`src/rtl/deglitch_bank.sv`:
```
module deglitch_bank #(
  parameter int TICK_DIV = 20,
  parameter int IVW      = 20
) (
  input  logic        clk,
  input  logic        rst_n,
  input  logic [23:0] raw_i,
  input  logic        wr_en,
  input  logic [3:0]  addr,
  input  logic [7:0]  wdata,
  output logic [7:0]  rdata,
  output logic [23:0] filt_o
);
  localparam int NCH  = 24;
  localparam int DW   = $clog2(TICK_DIV);
  localparam int TOPW = IVW - 16;
  localparam logic [IVW:0] ONE = (IVW+1)'(1);

  localparam logic [3:0] A_IN0 = 4'd0, A_IN1 = 4'd1, A_IN2 = 4'd2;
  localparam logic [3:0] A_IV0 = 4'd4, A_IV1 = 4'd5, A_IV2 = 4'd6;
  localparam logic [3:0] A_EN0 = 4'd8, A_EN1 = 4'd9, A_EN2 = 4'd10;
  localparam logic [3:0] A_CLR = 4'd12;

  logic [NCH-1:0] s1_q, sync_q, en_q;
  logic [IVW-1:0] stg_q, act_q;
  logic [DW-1:0]  div_q;
  logic           tick, clr_wr, snap;

  assign tick   = (div_q == DW'(TICK_DIV - 1));
  assign clr_wr = wr_en && (addr == A_CLR);
  assign snap   = clr_wr && wdata[1];

  always_ff @(posedge clk or negedge rst_n) begin
    if (!rst_n) begin
      s1_q   <= '0;
      sync_q <= '0;
      div_q  <= '0;
    end else begin
      s1_q   <= raw_i;
      sync_q <= s1_q;
      div_q  <= tick ? '0 : div_q + 1'b1;
    end
  end

  always_ff @(posedge clk or negedge rst_n) begin
    if (!rst_n) begin
      stg_q <= '0;
      en_q  <= '0;
      act_q <= '0;
    end else begin
      if (wr_en) begin
        case (addr)
          A_IV0: stg_q[7:0]      <= wdata;
          A_IV1: stg_q[15:8]     <= wdata;
          A_IV2: stg_q[IVW-1:16] <= wdata[TOPW-1:0];
          A_EN0: en_q[7:0]       <= wdata;
          A_EN1: en_q[15:8]      <= wdata;
          A_EN2: en_q[23:16]     <= wdata;
          default: ;
        endcase
      end
      if (clr_wr && wdata[0]) act_q <= stg_q;
    end
  end

  for (genvar i = 0; i < NCH; i++) begin : g_ch
    logic [IVW-1:0] cnt_q;
    logic           acc_q;
    always_ff @(posedge clk or negedge rst_n) begin
      if (!rst_n) begin
        acc_q <= 1'b0;
        cnt_q <= '0;
      end else if (snap || !en_q[i] || sync_q[i] == acc_q || act_q == '0) begin
        acc_q <= sync_q[i];
        cnt_q <= '0;
      end else if (tick) begin
        if (({1'b0, cnt_q} + ONE) >= {1'b0, act_q}) begin
          acc_q <= sync_q[i];
          cnt_q <= '0;
        end else begin
          cnt_q <= cnt_q + 1'b1;
        end
      end
    end
    assign filt_o[i] = en_q[i] ? acc_q : sync_q[i];
  end

  always_comb begin
    rdata = '0;
    case (addr)
      A_IN0: rdata = filt_o[7:0];
      A_IN1: rdata = filt_o[15:8];
      A_IN2: rdata = filt_o[23:16];
      A_IV0: rdata = stg_q[7:0];
      A_IV1: rdata = stg_q[15:8];
      A_IV2: rdata[TOPW-1:0] = stg_q[IVW-1:16];
      A_EN0: rdata = en_q[7:0];
      A_EN1: rdata = en_q[15:8];
      A_EN2: rdata = en_q[23:16];
      default: ;
    endcase
  end
endmodule

```
`config.mk`:
```
export PLATFORM = sky130hd
export DESIGN_NAME = deglitch_bank
export DESIGN_NICKNAME = d
export VERILOG_FILES = /design/src/rtl/deglitch_bank.sv
export SDC_FILE = /design/constraint.sdc
export NUM_CORES = 2
export LEC_CHECK = 0
export ABC_AREA = 1
export BUFFER_PORTS_ARGS = -buffer_cell sky130_fd_sc_hd__buf_2
export CAP_MARGIN = 0
export CORE_ASPECT_RATIO = 1.2
export CORE_UTILIZATION = 50
export CTS_CLUSTER_DIAMETER = 40
export CTS_CLUSTER_SIZE = 16
export DETAILED_ROUTE_END_ITERATION = 8
export GPL_TIMING_DRIVEN = 0
export PLACE_DENSITY = 0.75
export SLEW_MARGIN = 20
export SYNTH_ARGS = -nofsm -noshare
export SYNTH_HDL_FRONTEND = slang
export SYNTH_SLANG_ARGS = --single-unit
```
`constraint.sdc`:
```
create_clock -name clk -period 3.6 [get_ports clk]
set_clock_uncertainty 0.15 [all_clocks]
set_input_delay 0.36 -clock clk [delete_from_list [all_inputs] [get_ports clk]]
set_output_delay 0.36 -clock clk [all_outputs]
set_load 0.02 [all_outputs]
```
# --- Word level (Yosys, flattened, before mapping) ---
# Index checks and enable logic that the tools add are counted.
op_classes:
  n_addsub: 49
  magnitude_cmp: 24
  n_eq_ne: 34
  muxes: 171
  reduce_logical: 179
op_table:
  columns: ["op", "count"]
  rows:
  - ["20-bit 2-to-1 mux", 72]
  - ["20-bit by 1-bit adder with 21-bit output (second input constant)", 24]
  - ["21-bit by 20-bit greater-or-equal comparator with 1-bit output", 24]
  - ["20-bit by 1-bit adder with 20-bit output (second input constant)", 24]
  - ["1-bit 2-to-1 mux", 96]
  - ["2-bit nonzero test", 48]
  - ["1-bit logical OR", 72]
  - ["2-bit AND reduction", 30]
  - ["4-bit one-hot mux with 9 select lines", 1]
  - ["4-bit one-hot mux with 8 select lines", 1]
  - ["1-bit equality test", 24]
  - ["1-bit logical NOT", 24]
  - ["20-bit logical NOT", 1]
  - ["4-bit equality test (second input constant)", 4]
  - ["4-bit by 3-bit equality test with 1-bit output (second input constant)", 3]
  - ["5-bit by 1-bit adder with 5-bit output (second input constant)", 1]
  - ["5-bit equality test (second input constant)", 1]
  - ["5-bit 2-to-1 mux", 1]
  - ["4-bit by 1-bit equality test with 1-bit output (second input constant)", 1]
  - ["4-bit by 2-bit equality test with 1-bit output (second input constant)", 1]
  - ["4-bit logical NOT", 1]
  - ["1-bit logical AND", 3]
word_totals:
  ff_bits: 621
  inputBits: 39
  elab_cells: 515

# --- Depth between registers and ports, before layout ---
logic_depth:
  ltp_word: 8
  ltp_mapped: 24

# --- Least setup slack after synthesis ---
# Ideal clock, no wire load.
synth_timing:
  path_type: "register -> register"
  from: "reg g_ch[4].cnt_q[0]"
  to: "reg g_ch[4].cnt_q[10]"
  setup_ns: 0.126
  t_arrival_ns: 2.650
  setup_slack_ns: 0.673
  path_stages_with_launch: 20
  synth_period_minus_slack_ns: 2.927
  cell_sequence: "dfrtp_1 > ha_1 > nand2_1 > nor2_1 > nand2_1 > nor3_1 > nand2_1 > xor2_1 > inv_1 > ha_1 > nand2_1 > nor2_1 > inv_1 > nor3_1 > nand2_1 > nand3_1 > nand2_1 > nand3_1 > buf_2 > o22ai_1"
synth_via:
  elab_chain_cells: 5
  elab_cells_between_ends: 6
synth_rtl:
  columns: ["element", "line_no", "text"]
  rows:
  - ["start, declared", "67", "logic [IVW-1:0] cnt_q;"]
  - ["start signal, assigned", "81", "cnt_q <= cnt_q + 1'b1;"]
  - ["20-bit by 1-bit adder with 21-bit output", "77", "if (({1'b0, cnt_q} + ONE) >= {1'b0, act_q}) begin"]
  - ["21-bit by 20-bit greater-or-equal comparator with 1-bit output", "77", null]
  - ["20-bit 2-to-1 mux (*)", "77", null]
  - ["20-bit 2-to-1 mux (*)", "76", "end else if (tick) begin"]
  - ["20-bit 2-to-1 mux (*)", "73", "end else if (snap || !en_q[i] || sync_q[i] == acc_q || act_q == '0) begin"]
# Every way passes the cells marked *; elsewhere a longest branch is shown, timed or not. The select of a mux whose other input is x is not followed.
# A chain may end at the register's enable or synchronous reset.

# --- Worst setup path after layout ---
layout_timing:
  from: "reg en_q[4]"
  to: "out rdata[4]"
layout_via:
  elab_chain_cells: 2
layout_rtl:
  columns: ["element", "line_no", "text"]
  rows:
  - ["start, declared", "24", "logic [NCH-1:0] s1_q, sync_q, en_q;"]
  - ["start signal, assigned", "56", "A_EN0: en_q[7:0] <= wdata;"]
  - ["1-bit 2-to-1 mux", "85", "assign filt_o[i] = en_q[i] ? acc_q : sync_q[i];"]
  - ["4-bit one-hot mux with 8 select lines (*)", "90", "case (addr)"]
  - ["end, declared", "11", "output logic [7:0] rdata,"]
# Every way passes the cells marked *; elsewhere a longest branch is shown, timed or not.

==> impl_metrics.csv <==
group,metric,value,unit
finish,multi_input_area,0.0286,mm2
logic_synthesis,netlist.area_leader.share,32.0,%
clock_tree,htree_levels,3,
power,power.switching,0.00949,W
job,drv_cap,0,
clock_tree,cts_sinks,621,
worst_setup_path,worstPathRequired,3.09,ns
finish,drive_gt1_share,7.88,%
worst_setup_path,critPathKind,"reg2out",
power,seq_power_share,30.2,%
clock_tree,clk_pin_slew,0.07,ns
floorplanning,fp.dieW,287,um
worst_setup_path,critPathLaunchType,"flip-flop",
logic_synthesis,synth_edf_count,0,
floorplanning,start_util,50.7,%
placement,port-buffer-count,70,
logic_synthesis,synthTopCellsByCount,"nand2_1, inv_1, dfrtp_1",
sta,final-hold-violation-count,0,
worst_setup_path,cp_max_fo,5,
clock_tree,cts_buffers,113,
power,cellLeakagePower,27.9,nW
status,outcome,"finished, final reports clean",
floorplanning,die_y,344,um
worst_setup_path,slowest_delay,0.90,ns
logic_synthesis,yosysMostFrequentCell,"nand2_1",
floorplanning,dieArea,0.0985,mm2
placement,placed_cell_area,0.0512,mm2
floorplanning,num_io_pins,71,
sta,setup_tns,0,ns
power,swShare,36.5,%
power,ir_drop,0.419,mV
sta,period_minus_slack,3.49,ns
grt,grt_pass1_vias,46100,
finish,nets,7703,
route,wl,153,mm
grt,grt_max_degree,94,
logic_synthesis,syn_nets,7455,
sta,setup_viol,0,
sta,max_freq,287,MHz
placement,dp_hpwl,107,mm
finish,seqCellArea,0.0156,mm2
clock_tree,cts_tree,"yes",
finish,nFillCells,8700,
logic_synthesis,synth-seq-area-share,32.0,%
logic_synthesis,ys_top_cells_by_area,"dfrtp_1, nand2_1, ha_1",
power,combPwrFrac,25.9,%
finish,utilization,58.2,%
hold_path,hold_class,"in2reg",
grt,grt_overflow,0,
logic_synthesis,synth_area_per_cell,7.04,um2
route,vias,47300,
floorplanning,rows,124,
finish,area_delta_synth_final,14.8,%
sta,fin_crit_sh,96.9,%
worst_setup_path,r2r_slack,0.19,ns
route,dr.pass1.iters,6,
logic_synthesis,synth_flop_cell,"dfrtp_1",
route,routed_via_density,5.55,
power,total_power,0.0260,W
logic_synthesis,netlist_area,0.0486,mm2
grt,antenna_found_initial,8,
logic_synthesis,synth_top_area_cell,"dfrtp_1",
sta,fin_ws,0.113,ns
logic_synthesis,syn_inst,6911,
worst_setup_path,worst_ep_arrival_time,2.98,ns
placement,place_ws,-0.119,ns
route,detail_route.wl_per_cell,18.0,um
clock_tree,clk-insertion-delay-late,0.71,ns
grt,grt_pass1_wl,242,mm
route,ant_nets,0,
logic_synthesis,ys_ff_latch,621,
worst_setup_path,cp-end-kind,"primary output",
finish,final_area,0.0558,mm2
sta,maxSlewViolCount,0,
route,drt_iter0_markers,3475,
floorplanning,core_area,0.0959,mm2
logic_synthesis,ys_types,51,
power,power.density,466,mW/mm2
power,clock_power_share,43.9,%
sta,maxSlewHeadroom,15.4,%
route,route.detailed.drc,0,
placement,gp_congestion,0.951,
worst_setup_path,path_cells,"o21ai_0 > a22oi_1 > o2111ai_1 > buf_2",
logic_synthesis,synthArstFlopShare,100,%
worst_setup_path,slowest_stage,"o21ai_0",
sta,worst_pin_slew,1.26,ns
grt,grtUsageTotal,31.0,%
clock_tree,clockBufferDepth,3,
logic_synthesis,yosys_warnings,0,
power,internal-power,0.0165,W
clock_tree,clockRootBuffer,"clkbuf_16",
[through the flow]
stage,std cells,hold slack [ns]
2_1_floorplan,6911,-0.0856
3_3_place_gp,8241,0.182
3_5_place_dp,8266,0.0564
4_1_cts,8510,0.000113
5_1_grt,8517,0.0278
6_report,8517,0.0368
[layout make-up]
type                    instances  share of cell area, %
plain buffers                 137                   1.54
repair buffers                133                   2.36
clock inverters                88                   1.93
well taps                    1260                   2.82
inverters                    1015                   6.89
multi-input cells            5138                   51.3
diodes                          1                0.00448
flip-flops and latches        621                   27.9
clock buffers                 124                   5.30
[worst max-delay path, delay by kind of cell (launching register included)]
family          cells  cell delay [ns]
flops               1             0.50
buf+inv             1             0.30
compound gates      3             1.47
[cells by family (layout without fill, tap and decap cells)]
| group | count (synthesis) | after routing | share of synthesized area, % |
|---|---|---|---|
| flip-flops | 621 | 621 | 32.0 |
| adder cells (fa/ha/maj) | 505 | 505 | 13.0 |
| AO/OA/AOI/OAI | 821 | 821 | 9.43 |
| buffers and inverters | 1152 | 1497 | 9.54 |
| AND/OR/NAND/NOR | 3431 | 3431 | 29.2 |
| other | 0 | 1 | 0 |
| XOR/XNOR | 378 | 378 | 6.81 |
| multiplexers | 3 | 3 | 0.0618 |
[per-layer routing]
layer  part of all wire (%)  GRT usage (%)  vias to the layer above
met5                  0.045              0                        -
met4                    5.4           16.4                       10
met3                    8.9           6.66                      516
met2                     46           50.8                     1727
met1                     40           38.1                    22200
li1                       -              -                    22800
[cell usage in the layout (no fill, tap or decap), types with 12 or more instances in the layout]
cell,count
buf_2,124
nor2_1,549
inv_4,14
nor3_1,158
xnor2_1,14
nand2_1,2184
bufinv_16,15
inv_2,17
nand3b_1,12
clkinv_4,15
xor2_1,363
buf_4,46
o22ai_1,291
dfrtp_1,612
buf_12,13
clkinvlp_4,15
ha_1,502
nand4_1,134
clkbuf_4,13
nor2_2,38
inv_6,25
inv_1,984
dlygate4sd3_1,32
nand3_1,273
nand3_2,19
o21ai_0,239
clkbuf_16,114
buf_16,12
o21ai_1,81
clkbuf_1,19
a21oi_1,173
[power by group through the flow]
stage	logic, W	clock network, W	registers [W]
floorplan	0.00403	0	0.00774
finish	0.00672	0.0114	0.00785
global route	0.00739	0.0119	0.00788
detailed placement	0.00646	0	0.00794
global placement	0.00608	0	0.00791
CTS	0.00654	0.0115	0.00783
[flip-flops by register name, summed over array words and instances (netlist names)]
register    cells
act_q          20
div_q           5
en_q           24
g_ch.acc_q     24
g_ch.cnt_q    480
s1_q           24
stg_q          20
sync_q         24
[final timing paths]
path                                      start                             end  cells after the start
setup / recovery            en_q[4]$_DFFE_PN0P_                        rdata[4]                      4
hold / removal                         wdata[7]            en_q[15]$_DFFE_PN0P_                      3
setup reg to reg           act_q[0]$_DFFE_PN0P_    g_ch[6].cnt_q[9]$_DFFE_PN0P_                      9
hold reg to reg               s1_q[1]$_DFF_PN0_             sync_q[1]$_DFF_PN0_                      0
max in group asynchronous                 rst_n    g_ch[9].cnt_q[0]$_DFFE_PN0P_                      5
min in group asynchronous                 rst_n  g_ch[14].cnt_q[12]$_DFFE_PN0P_                      3
[repair_timing]
item                                    CTS  global route
endpoints found under the setup margin   40           343
endpoints found under the hold margin   224             0
pin swaps                                 0             1
cloned                                    0             0
gates resized for setup                   3            70
buffers inserted                          0             6
hold buffers                             32             0
Power figures use the tool's default switching activity.
